$ cat src/rtl/kdr_pkg.sv
package kdr_pkg;

    localparam int unsigned KEY_LEN = 6;

    typedef logic [31:0] word_t;

    typedef enum logic [2:0] {
        REG_KEY  = 3'd0,
        REG_DIAG = 3'd1,
        REG_AHI  = 3'd2,
        REG_ALO  = 3'd3,
        REG_DATA = 3'd4
    } reg_sel_e;

    // diagnostic register bit positions
    localparam int unsigned B_HOLD   = 1;
    localparam int unsigned B_RSTADP = 2;
    localparam int unsigned B_WINEN  = 4;
    localparam int unsigned B_HIST   = 5;
    localparam int unsigned B_FBAD   = 6;
    localparam int unsigned B_WREN   = 7;
    localparam int unsigned B_HBIND  = 8;
    localparam int unsigned B_FORCE  = 9;
    localparam int unsigned B_FBCLR  = 10;
    localparam int unsigned B_BOOTLO = 11;

    typedef struct packed {
        logic [1:0] boot_sel;
        logic       force_hb;
        logic       win_en;
        logic       hist;
        logic       flash_bad;
        logic       hold;
    } diag_ctrl_t;

    function automatic word_t key_value(input logic [2:0] idx);
        case (idx)
            3'd0:    key_value = 32'h0000_0000;
            3'd1:    key_value = 32'h0000_0004;
            3'd2:    key_value = 32'h0000_000B;
            3'd3:    key_value = 32'h0000_0002;
            3'd4:    key_value = 32'h0000_0007;
            default: key_value = 32'h0000_000D;
        endcase
    endfunction

    function automatic word_t diag_pack(input diag_ctrl_t c, input logic unl);
        word_t v;
        v = '0;
        v[B_HOLD]            = c.hold;
        v[B_WINEN]           = c.win_en;
        v[B_HIST]            = c.hist;
        v[B_FBAD]            = c.flash_bad;
        v[B_WREN]            = unl;
        v[B_HBIND]           = c.force_hb | (c.boot_sel == 2'b01);
        v[B_FORCE]           = c.force_hb;
        v[B_BOOTLO +: 2]     = c.boot_sel;
        return v;
    endfunction

endpackage

$ cat src/rtl/key_seq_matcher.sv
module key_seq_matcher
    import kdr_pkg::*;
(
    input  logic  clk,
    input  logic  rst,
    input  logic  key_wr,
    input  word_t key_data,
    input  logic  relock,
    output logic  unlocked
);
    localparam int unsigned STEP_W = 3;

    logic [STEP_W-1:0] step;
    logic              hit;
    logic              restart_hit;

    assign hit         = (key_data == key_value(step));
    assign restart_hit = (key_data == key_value(3'd0));

    always_ff @(posedge clk) begin
        if (rst || relock) begin
            step     <= '0;
            unlocked <= 1'b0;
        end else if (key_wr && !unlocked) begin
            if (hit) begin
                if (step == STEP_W'(KEY_LEN - 1)) begin
                    unlocked <= 1'b1;
                    step     <= '0;
                end else begin
                    step <= step + 1'b1;
                end
            end else if (restart_hit) begin
                step <= STEP_W'(1);
            end else begin
                step <= '0;
            end
        end
    end

    assert_stay_unlocked_R1: assert property (@(posedge clk) disable iff (rst)
        unlocked && !relock |=> unlocked);
    assert_unlock_needs_key_R1: assert property (@(posedge clk) disable iff (rst)
        $rose(unlocked) |-> $past(key_wr));
    assert_restart_R2: assert property (@(posedge clk) disable iff (rst)
        key_wr && !unlocked && !relock && !hit && !restart_hit |=> (step == '0) && !unlocked);
    assert_relock_R6: assert property (@(posedge clk) disable iff (rst)
        relock |=> !unlocked);

endmodule

$ cat src/rtl/diag_ctrl.sv
module diag_ctrl
    import kdr_pkg::*;
#(
    parameter int unsigned RST_CYCLES     = 8,
    parameter bit          FLASH_BAD_INIT = 1'b1
) (
    input  logic       clk,
    input  logic       rst,
    input  logic       unlocked,
    input  logic       diag_wr,
    input  word_t      wdata,
    output diag_ctrl_t ctrl,
    output logic       adapter_rst,
    output logic       relock
);
    localparam int unsigned CNT_W = $clog2(RST_CYCLES + 1);

    logic [CNT_W-1:0] cnt;
    logic             accept;

    assign accept      = diag_wr && unlocked;
    assign relock      = accept && wdata[B_RSTADP];
    assign adapter_rst = (cnt != '0);

    always_ff @(posedge clk) begin
        if (rst) begin
            ctrl           <= '0;
            ctrl.flash_bad <= FLASH_BAD_INIT;
            cnt            <= '0;
        end else begin
            if (cnt != '0) begin
                cnt <= cnt - 1'b1;
            end
            if (accept) begin
                ctrl.hold     <= wdata[B_HOLD];
                ctrl.win_en   <= wdata[B_WINEN];
                ctrl.hist     <= wdata[B_HIST];
                ctrl.force_hb <= wdata[B_FORCE];
                ctrl.boot_sel <= wdata[B_BOOTLO +: 2];
                if (wdata[B_FBCLR]) begin
                    ctrl.flash_bad <= 1'b0;
                end
                if (wdata[B_RSTADP]) begin
                    cnt         <= CNT_W'(RST_CYCLES);
                    ctrl.hist   <= 1'b1;
                    ctrl.win_en <= 1'b0;
                end
            end
        end
    end

    assert_locked_ignore_R3: assert property (@(posedge clk) disable iff (rst)
        diag_wr && !unlocked |=> $stable(ctrl));
    assert_reset_pulse_R6: assert property (@(posedge clk) disable iff (rst)
        relock |=> adapter_rst && ctrl.hist && !ctrl.win_en);
    assert_flash_sticky_R8: assert property (@(posedge clk) disable iff (rst)
        !ctrl.flash_bad |=> !ctrl.flash_bad);

endmodule

$ cat src/rtl/diag_window.sv
module diag_window
    import kdr_pkg::*;
#(
    parameter int unsigned MEM_WORDS = 16
) (
    input  logic  clk,
    input  logic  rst,
    input  logic  open,
    input  logic  ahi_wr,
    input  logic  alo_wr,
    input  logic  data_wr,
    input  word_t wdata,
    output word_t addr_hi,
    output word_t addr_lo,
    output word_t rd_word
);
    localparam int unsigned IDX_W = $clog2(MEM_WORDS);
    localparam word_t       LIMIT = word_t'(MEM_WORDS * 4);

    word_t            mem [MEM_WORDS];
    logic [IDX_W-1:0] idx;
    logic             in_range;

    assign idx      = addr_lo[IDX_W+1:2];
    assign in_range = (addr_hi == '0) && (addr_lo < LIMIT);
    assign rd_word  = (open && in_range) ? mem[idx] : '0;

    always_ff @(posedge clk) begin
        if (rst) begin
            addr_hi <= '0;
            addr_lo <= '0;
        end else begin
            if (ahi_wr) addr_hi <= wdata;
            if (alo_wr) addr_lo <= wdata;
        end
    end

    for (genvar g = 0; g < MEM_WORDS; g++) begin : g_word
        always_ff @(posedge clk) begin
            if (rst) begin
                mem[g] <= '0;
            end else if (data_wr && open && in_range && (idx == IDX_W'(g))) begin
                mem[g] <= wdata;
            end
        end
    end

    assert_store_R5: assert property (@(posedge clk) disable iff (rst)
        data_wr && open && in_range && !ahi_wr && !alo_wr |=> rd_word == $past(wdata));

endmodule

$ cat src/rtl/keyed_diag_regs.sv
module keyed_diag_regs
    import kdr_pkg::*;
#(
    parameter int unsigned BUS_AW         = 3,
    parameter int unsigned MEM_WORDS      = 16,
    parameter int unsigned RST_CYCLES     = 8,
    parameter bit          FLASH_BAD_INIT = 1'b1
) (
    input  logic              clk,
    input  logic              rst,
    input  logic [BUS_AW-1:0] bus_addr,
    input  logic [31:0]       bus_wdata,
    input  logic              bus_wr,
    input  logic              bus_rd,
    output logic [31:0]       bus_rdata,
    output logic              adapter_rst_o,
    output logic              hold_rst_o,
    output logic [1:0]        boot_sel_o,
    output logic              force_hostboot_o
);
    logic       sel_key, sel_diag, sel_ahi, sel_alo, sel_data;
    logic       unlocked, relock, win_open;
    diag_ctrl_t ctrl;
    word_t      addr_hi, addr_lo, win_word, rd_mux;

    assign sel_key  = (bus_addr == BUS_AW'(REG_KEY));
    assign sel_diag = (bus_addr == BUS_AW'(REG_DIAG));
    assign sel_ahi  = (bus_addr == BUS_AW'(REG_AHI));
    assign sel_alo  = (bus_addr == BUS_AW'(REG_ALO));
    assign sel_data = (bus_addr == BUS_AW'(REG_DATA));
    assign win_open = unlocked && ctrl.win_en;

    key_seq_matcher u_key (
        .clk      (clk),
        .rst      (rst),
        .key_wr   (bus_wr && sel_key),
        .key_data (bus_wdata),
        .relock   (relock),
        .unlocked (unlocked)
    );

    diag_ctrl #(
        .RST_CYCLES     (RST_CYCLES),
        .FLASH_BAD_INIT (FLASH_BAD_INIT)
    ) u_ctrl (
        .clk         (clk),
        .rst         (rst),
        .unlocked    (unlocked),
        .diag_wr     (bus_wr && sel_diag),
        .wdata       (bus_wdata),
        .ctrl        (ctrl),
        .adapter_rst (adapter_rst_o),
        .relock      (relock)
    );

    diag_window #(
        .MEM_WORDS (MEM_WORDS)
    ) u_win (
        .clk     (clk),
        .rst     (rst),
        .open    (win_open),
        .ahi_wr  (bus_wr && sel_ahi),
        .alo_wr  (bus_wr && sel_alo),
        .data_wr (bus_wr && sel_data),
        .wdata   (bus_wdata),
        .addr_hi (addr_hi),
        .addr_lo (addr_lo),
        .rd_word (win_word)
    );

    always_comb begin
        rd_mux = '0;
        if (sel_diag) rd_mux = diag_pack(ctrl, unlocked);
        if (sel_ahi)  rd_mux = addr_hi;
        if (sel_alo)  rd_mux = addr_lo;
        if (sel_data) rd_mux = win_word;
    end

    always_ff @(posedge clk) begin
        if (rst) begin
            bus_rdata <= '0;
        end else if (bus_rd) begin
            bus_rdata <= rd_mux;
        end
    end

    assign hold_rst_o       = ctrl.hold;
    assign boot_sel_o       = ctrl.boot_sel;
    assign force_hostboot_o = ctrl.force_hb;

    assert_rdata_hold_R9: assert property (@(posedge clk) disable iff (rst)
        !bus_rd |=> $stable(bus_rdata));
    assert_closed_read_R4: assert property (@(posedge clk) disable iff (rst)
        bus_rd && sel_data && !win_open |=> bus_rdata == '0);

endmodule

$ cat config.mk
export PLATFORM = sky130hd
export DESIGN_NAME = keyed_diag_regs
export DESIGN_NICKNAME = d
export VERILOG_FILES = /design/src/rtl/kdr_pkg.sv /design/src/rtl/key_seq_matcher.sv /design/src/rtl/diag_ctrl.sv /design/src/rtl/diag_window.sv /design/src/rtl/keyed_diag_regs.sv
export SDC_FILE = /design/constraint.sdc
export NUM_CORES = 1
export LEC_CHECK = 0
export BUFFER_PORTS_ARGS = -buffer_cell sky130_fd_sc_hd__clkbuf_2
export CORE_ASPECT_RATIO = 1.75
export CORE_MARGIN = 2
export CORE_UTILIZATION = 48
export CTS_CLUSTER_SIZE = 40
export DETAILED_ROUTE_END_ITERATION = 7
export PLACE_DENSITY = 0.6
export SETUP_SLACK_MARGIN = 0.05
export SLEW_MARGIN = 25
export SYNTH_ARGS = -nofsm -noshare
export SYNTH_HDL_FRONTEND = slang
export SYNTH_SLANG_ARGS = --single-unit
$ cat constraint.sdc
create_clock -name clk -period 4.8 [get_ports clk]
set_clock_uncertainty 0.1 [all_clocks]
set_input_delay 0.96 -clock clk [delete_from_list [all_inputs] [get_ports clk]]
set_output_delay 0.96 -clock clk [all_outputs]
set_load 0.01 [all_outputs]
# Word-level counts from Yosys, hierarchy flattened
# Memories as Yosys holds them, arrays and structs flattened. A register that Yosys moved wholly into a read port is not among the register bits.
# Cells that the tools add are included.
# Widths: inputs -> output; s select.
[classes] n_lt_le_gt_ge=1 bitwise_logic=17 eq_ne=26 reduce_logical=39 add_sub_neg=2 n_mux=81
[ops] cell="$mux 32" count=20
[ops] cell="$logic_not 32->1" count=2
[ops] cell="$mux 1" count=51
[ops] cell="$eq 32x4->1" count=1
[ops] cell="$eq 4x4->1 const B" count=8
[ops] cell="$lt 32x7->1 const B" count=1
[ops] cell="$logic_and 1x1->1" count=29
[ops] cell="$mux 4" count=5
[ops] cell="$pmux 4 s5" count=1
[ops] cell="$or 1x1->1" count=17
[ops] cell="$eq 4x3->1 const B" count=4
[ops] cell="$mux 13" count=1
[ops] cell="$eq 3x2->1 const B" count=4
[ops] cell="$eq 3x3->1 const B" count=3
[ops] cell="$eq 4x2->1 const B" count=2
[ops] cell="$eq 3x1->1 const B" count=2
[ops] cell="$logic_not 3->1" count=2
[ops] cell="$mux 3" count=2
[ops] cell="$eq 4x1->1 const B" count=1
[ops] cell="$logic_not 4->1" count=1
[ops] cell="$reduce_bool 4->1" count=1
[ops] cell="$sub 4x1->4 const B" count=1
[ops] cell="$add 3x1->3 const B" count=1
[ops] cell="$reduce_and 3->1" count=1
[ops] cell="other kinds (5)" count=5
[totals] inputBits=39 ff_bits=111 n_memories=1 ram_bits=512 output_inout_bits=37 elab_cells=179
[memory_table] memory="u_win.mem" words=16 word_bits=32 read_ports=1 rd_clocked_by_memory_dff=1 write_ports=16 line_no="diag_window.sv:20" rtl="word_t mem [MEM_WORDS];"

# Longest topological paths before layout
# Gate-level depths: netlist (run 1).
[logic_depth] depth_word=9 mapped_depth=9 depth_no_buf=6

# Modules after synthesis
# From an unflattened synthesis (run 1), not the netlist that was laid out.
[unflattened] hier_cells=2200 hier_area_um2=30576.8
[modules_own_cells] mod="diag_window" area_per_inst_um2=27695.3 seq_area_each_um2=16736.1 instances=1 cells_per_inst=1870
[modules_own_cells] mod="keyed_diag_regs" area_per_inst_um2=1925.6 seq_area_each_um2=640.6 instances=1 cells_per_inst=213
[modules_own_cells] mod="key_seq_matcher" area_per_inst_um2=505.5 seq_area_each_um2=80.1 instances=1 cells_per_inst=63
[modules_own_cells] mod="diag_ctrl" area_per_inst_um2=450.4 seq_area_each_um2=220.2 instances=1 cells_per_inst=54

# Worst setup path before layout (run 1)
# Ideal clock, no wire load.
[synth_timing] kind="input to register" start="input port bus_addr[1]" end="memory u_win.mem[13][0] in the netlist's numbering (enable)" n_path_buf=0 path_stages=6 setup_ps=428 setup_slack_ps=488 arrival_time_ps=3784 required_ps=4272 cell_sequence="nor4_1 > nand4_1 > or4_4 > nor3_2 > nand2_1 > o21bai_1"
[synth_lines] item="start, declared" line_no="keyed_diag_regs.sv:11" rtl="input logic [BUS_AW-1:0] bus_addr,"
[synth_lines] item="end, declared" line_no="diag_window.sv:20"

==> reports/metrics.csv, run 1 <==
metric;value;unit
outcome;finished clean;
fin_total_pwr;11.4;mW
drt-pass1-iter-count;5;
total_leakage_power;9.64;nW
yosysTopAreaCell;edfxtp_1;
setup_ws;1.16;ns
cts_resized;0;
num_vias;17200;
worstHoldPathCells;2;
grt_pass1_vias;17600;
cts_max_path_buffers;3;
cts_buffers;55;
worstPathMaxFanout;32;
die_h;318;um
drtIter0Drc;1889;
worstMarginPinSlew;0.949;ns
cts_root_buffer;clkbuf_16;
rsz0062_at_grt;false;
grt_max_degree;81;
postLayoutCoreUtil;53.8;%
row_count;115;
synth.top_cells.by_count;nor2_1, edfxtp_1, nand2_1, mux4_2;
ys.flop_type;edfxtp_1;
finalSetupViolCount;0;
drc;0;
fmax;275;MHz
clock-sinks;627;
post_drt_via_cell_ratio;6.05;
synth_area;0.0270;mm^2
clock_latency;0.61;ns
rr_endpoint;u_win.mem[7][17];
drt-total-wl;81.8;mm
place_congestion;0.838;
final_antenna_net_count;0;
layout-drive-gt1-share;18.9;%
pre_cts_ws;0.596;ns
gr-total-overflow;0;
finalHoldViolations;0;
cp-end-kind;register;
synth_nets;2127;
relSlewSlack;36.7;%
syn_area_per_cell;12.9;um^2
synth.most_common_cell;nor2_1;
cts_setup_buffers;0;
syn-instance-count;2087;
ctsHoldBuffers;0;
fp.dieW;183;um
worstSetupPathType;input pin to register;
wl_per_cell;28.8;um
async_reset_ff_share;0;%
start_util;48.3;%
hold_end;u_win.addr_lo[1];
grt_pass1_wl;118;mm
tns;0;ns
maxCapViolCount;0;
grt_antenna_before_repair;0;
cp.required;4.93;ns
design.portCount;76;
htree_levels;2;
coreArea;0.0558;mm^2
yosysSeqAreaShare;65.5;%
power_density;379;mW/mm^2
reg2regPathDepth;7;
hold_ws;0.359;ns
critPathArrivalTime;3.77;ns
hold_start;u_win.addr_lo[1];
rr_startpoint;u_key.unlocked;
critPathLaunchType;input pin;
synth_top_area_share;57.0;%
post-route-period-util;75.8;%
cts_tree;built;
ir_worst_vdd;0.275;mV
synth_edf_count;512;
r2r_setup_slack;1.33;ns
num-fill-cells;4728;
yosys_warnings;0;
min_path_type;register to register;
fin_crit;3.64;ns
die-area;0.0582;mm^2
slew_viol_final;0;
clk_pin_slew;0.07;ns
dpl.hpwl;54.8;mm
finish.net_count;2136;
portBuffers;75;
synth_cell_types;46;
synth-seq-cells;627;
synthTopCellsByArea;edfxtp_1, mux4_2, dfxtp_1;
grtUsageTotal;28.4;%
syn_to_final_growth;11.4;%
==> cell families (layout without fill, tap and decap cells) <==
| group | Yosys count | count (layout) | share of synthesized area [%] |
|---|---|---|---|
| and+or+nand+nor | 908 | 908 | 13.9 |
| AOI/OAI and AO/OA | 187 | 187 | 4.17 |
| buffers and inverters | 187 | 239 | 2.70 |
| xor gates and xnor gates | 2 | 2 | 0.0649 |
| other | 0 | 1 | 0 |
| muxes | 175 | 175 | 13.6 |
| adders and majority gates | 1 | 1 | 0.0464 |
| DFF | 627 | 627 | 65.5 |
==> per-layer routing <==
layer	global-route usage [%]	wire, um	up-vias
li1	-	-	7559
met1	32.6	27500	8748
met2	50.2	43100	717
met3	3.15	5030	184
met4	18.6	6150	0
met5	0	0	-
==> registers in the layout, summed over array words and instances (netlist names), named ones only <==
name,flops
u_key.unlocked,1
u_key.step,3
u_ctrl.cnt,4
bus_rdata,32
u_ctrl.ctrl,7
u_win.addr_hi,32
u_win.addr_lo,32
u_win.mem,512
==> worst max-delay path by stage <==
stage / start / endpoint / slack (ns) / depth (start not counted)
floorplan: bus_addr[1] / u_win.mem[13][0] / 0.49 / 6
global placement: bus_addr[1] / u_win.mem[7][24] / 0.59 / 8
detailed placement: bus_addr[1] / u_win.mem[7][2] / 0.60 / 8
CTS: bus_addr[1] / u_win.mem[7][3] / 1.21 / 8
global route: bus_addr[1] / u_win.mem[7][29] / 1.09 / 8
finish: bus_addr[1] / u_win.mem[7][17] / 1.16 / 8
==> power by group <==
group	internal (mW)	switching [mW]
logic	0.268	0.496
clock network	2.41	1.99
registers	6.11	0.111
==> critical path: stages <==
cell and delay, ns:
clkbuf_2 0.20, nor4_1 0.42, nand4_1 0.21, or4_4 0.62, nor3_4 0.33, nand2_1 0.32, o21bai_4 0.22, buf_4 0.46
==> area by class of cell <==
| cell class | count | area, um^2 | area share [%] |
|---|---|---|---|
| Multi-Input combinational cell | 1273 | 8750 | 29.1 |
| Sequential cell | 627 | 17700 | 58.9 |
| Clock inverter | 29 | 234 | 0.779 |
| Timing Repair Buffer | 131 | 961 | 3.20 |
| Tap cell | 702 | 878 | 2.92 |
| Inverter | 8 | 30.0 | 0.0999 |
| Clock buffer | 71 | 1500 | 5.00 |
| Antenna cell | 1 | 2.50 | 0.00833 |
==> through the flow <==
stage | std cells | instance area, um^2
2_1_floorplan | 2087 | 27000
3_3_place_gp | 2741 | 28300
3_5_place_dp | 2741 | 28300
6_report | 2842 | 30000
5_1_grt | 2841 | 30000
4_1_cts | 2841 | 30000
==> cells in the final DEF (no fill, tap or decap), types with 11 or more instances in the layout <==
cell type	count
nor2_1	553
edfxtp_1	512
nand2_1	211
mux4_2	152
dfxtp_1	110
a21oi_1	99
clkbuf_2	74
clkbuf_16	57
buf_4	44
nand2b_1	36
nor3_1	27
a22oi_1	23
nor4_1	22
nor2b_1	19
o21ai_0	14
mux2i_1	13
clkinv_1	13
buf_12	13
o21bai_4	12
a31oi_1	12
clkbuf_1	11
(Power assumes the default switching activity.)
==> run 2, diff against run 1 <==
--- a/config.mk
+++ b/config.mk
@@ -5,6 +5,7 @@
 export SDC_FILE = /design/constraint.sdc
 export NUM_CORES = 1
 export LEC_CHECK = 0
+export ABC_AREA = 1
 export BUFFER_PORTS_ARGS = -buffer_cell sky130_fd_sc_hd__clkbuf_2
 export CORE_ASPECT_RATIO = 1.75
 export CORE_MARGIN = 2
==> constraint.sdc (replaced) <==
create_clock -name clk -period 3.7 [get_ports clk]
set_clock_uncertainty 0.1 [all_clocks]
set_input_delay 0.74 -clock clk [delete_from_list [all_inputs] [get_ports clk]]
set_output_delay 0.74 -clock clk [all_outputs]
set_load 0.01 [all_outputs]
==> run 2 against run 1 <==
Via count rose by 24%. Register-to-register slack got worse by 0.60 ns. Core utilization rose by 0.31 points. First-iteration DRC count rose by 5.1%. Non-clock buffer count rose by 23. Critical path depth rose by 2. Synthesized area rose by 3.3%. Sequential share of layout area fell by 1.9 points. Setup slack got worse by 0.44 ns. Critical path type is now register to register. Largest cell class unchanged.
==> reports/metrics.csv, run 2 <==
metric;value;unit
total_leakage_power;11.8;nW
drc;0;
cts_max_path_buffers;3;
finalNonFillerCells;3727;
met2_usage;47.7;%
drt-pass1-iter-count;7;
grt_antenna_before_repair;1;
wl_per_cell;21.8;um
outcome;finished clean;
hold_start;bus_wdata[17];
finalHoldViolations;0;
design.portCount;76;
synth_nets;2978;
grt_use_met1;33.8;%
power_density;475;mW/mm^2
gr-total-overflow;0;
grt_max_degree;90;
dpl.hpwl;50.0;mm
cts_setup_buffers;0;
fmax;336;MHz
maxCapViolCount;0;
worstSetupPathType;register to register;
syn_area_per_cell;9.49;um^2
yosys_warnings;0;
hold_end;u_win.addr_lo[17];
synth.most_common_cell;nor2_1;
die_h;323;um
start_util;48.6;%
drtIter0Drc;1985;
clock-sinks;627;
num_vias;21400;
yosysTopAreaCell;edfxtp_1;
die-area;0.0601;mm^2
grt_busiest_layer;met2;
syn_to_final_growth;11.3;%
rr_startpoint;u_win.addr_lo[22];
post-route-period-util;80.3;%
final_common_cell;nor2_1;
grtUsageTotal;27.5;%
placed_cells;3625;
critPathLaunchType;register;
grt_pass1_vias;21000;
synth_area;0.0279;mm^2
synth.top_cells.by_count;nor2_1, nand2_1, edfxtp_1, nand3_1, clkbuf_1;
drt-total-wl;81.3;mm
finalSetupViolCount;0;
ctsHoldBuffers;0;
post_drt_via_cell_ratio;5.73;
tns;0;ns
ir_worst_vdd;0.415;mV
cp-end-kind;register;
synth-seq-cells;627;
regMostFlops;u_win.mem;
cts_resized;0;
fin_crit;2.97;ns
clock_latency;0.61;ns
synth_cell_types;29;
synth_edf_count;512;
largest_reg_flops;512;
finish.net_count;2955;
critPathArrivalTime;3.31;ns
most-common-layout-cells;nor2_1, nand2_1, edfxtp_1;
r2r_setup_slack;0.73;ns
final_antenna_net_count;0;
fp.dieW;186;um
slew_viol_final;0;
cp.required;4.04;ns
worstHoldPathCells;3;
async_reset_ff_share;0;%
worstPathMaxFanout;32;
relSlewSlack;34.9;%
coreArea;0.0573;mm^2
cts_buffers;55;
grt_pass1_wl;124;mm
num-fill-cells;5121;
cts_root_buffer;clkbuf_16;
synthTopCellsByArea;edfxtp_1, nand3_1, dfxtp_1;
rsz0062_at_grt;false;
grtUsageMet3;3.62;%
row_count;116;
cts_tree;built;
place_congestion;0.948;
worstMarginPinSlew;0.977;ns
clk_pin_slew;0.07;ns
layout-drive-gt1-share;9.32;%
portBuffers;75;
synth_top_area_share;55.2;%
antennaDiodeCount;0;
min_path_type;input pin to register;
syn-instance-count;2938;
htree_levels;2;
yosysSeqAreaShare;63.4;%
reg2regPathDepth;10;
rr_endpoint;u_win.mem[12][25];
fin_total_pwr;14.7;mW
ys.flop_type;edfxtp_1;
-- run 2: cell count changes after synthesis, sizes merged, moves of 33 or more --
| cell | previous run | this run |
|---|---|---|
| nand2 | 221 | 596 |
| nand3 | 2 | 505 |
| inv | 8 | 48 |
| o21ai | 14 | 110 |
| buf | 64 | 97 |
| nand2b | 36 | 0 |
| mux4 | 152 | 0 |
| nor2 | 553 | 612 |
-- run 2: layer usage --
layer / vias to the layer above / share of wire (%) / wire length (um)
met5: - / 0.016 / 13
met4: 2 / 4.5 / 3640
met3: 205 / 6.9 / 5620
met2: 899 / 51 / 41300
met1: 10300 / 38 / 30800
li1: 9925 / - / -
-- run 2: kinds of logic (layout without fill, tap and decap cells) --
group	after synthesis	count (layout)	share of synthesized area (%)
xor+xnor	1	1	0.0314
simple gates	1741	1741	26.8
flops	627	627	63.4
fa+ha+maj	1	1	0.0449
buf+inv	314	336	4.67
compound gates	254	254	5.00
-- run 2: per-stage QoR --
step	cell area, um^2	setup WS, ns	util [%]	hold WS, ns
finish	31000	0.728	54.1	0.297
floorplan	27900	-0.797	-	0.335
global route	31000	0.458	54.1	0.319
global placement	29300	0.559	51.1	0.349
detailed placement	29300	0.483	51.1	0.352
CTS	31000	0.703	54.1	0.277
-- run 2: worst max-delay path by stage --
stage / from / to / cells after the start
finish: u_win.addr_lo[22] / u_win.mem[12][25] / 10
global route: u_win.addr_hi[22] / u_win.mem[12][25] / 10
CTS: u_win.addr_lo[22] / u_win.mem[12][25] / 10
detailed placement: bus_addr[1] / u_win.mem[12][25] / 11
global placement: bus_addr[1] / u_win.mem[12][22] / 11
floorplan: bus_addr[1] / u_win.mem[11][0] / 10
-- run 2: cell type report --
type                            count  area, um^2  area share, %
Sequential cell                   627       17700           57.0
Clock buffer                       71        1500           4.83
Clock inverter                     31         231          0.746
Tap cell                          767         960           3.09
Timing Repair Buffer              154        1270           4.09
Inverter                           80         310           1.00
Multi-Input combinational cell   1997        9080           29.3
-- run 2: worst max-delay path, cell delays in order, from the launching register on --
cell and delay, ns:
dfxtp_1 0.32, nor2_1 0.21, nand2_1 0.21, nor2_1 0.15
nand2_1 0.06, nor2_1 0.15, nand2_1 0.15, nor2_4 0.15
buf_4 0.40, nand4_4 0.58, nor2_1 0.29
-- run 2: power breakdown --
group          switching [mW]  internal, mW  leakage (nW)
combinational           0.834         0.304          4.76
clock                    2.60          3.06         0.841
sequential              0.103          7.84          6.22
total                    3.53          11.2          11.8
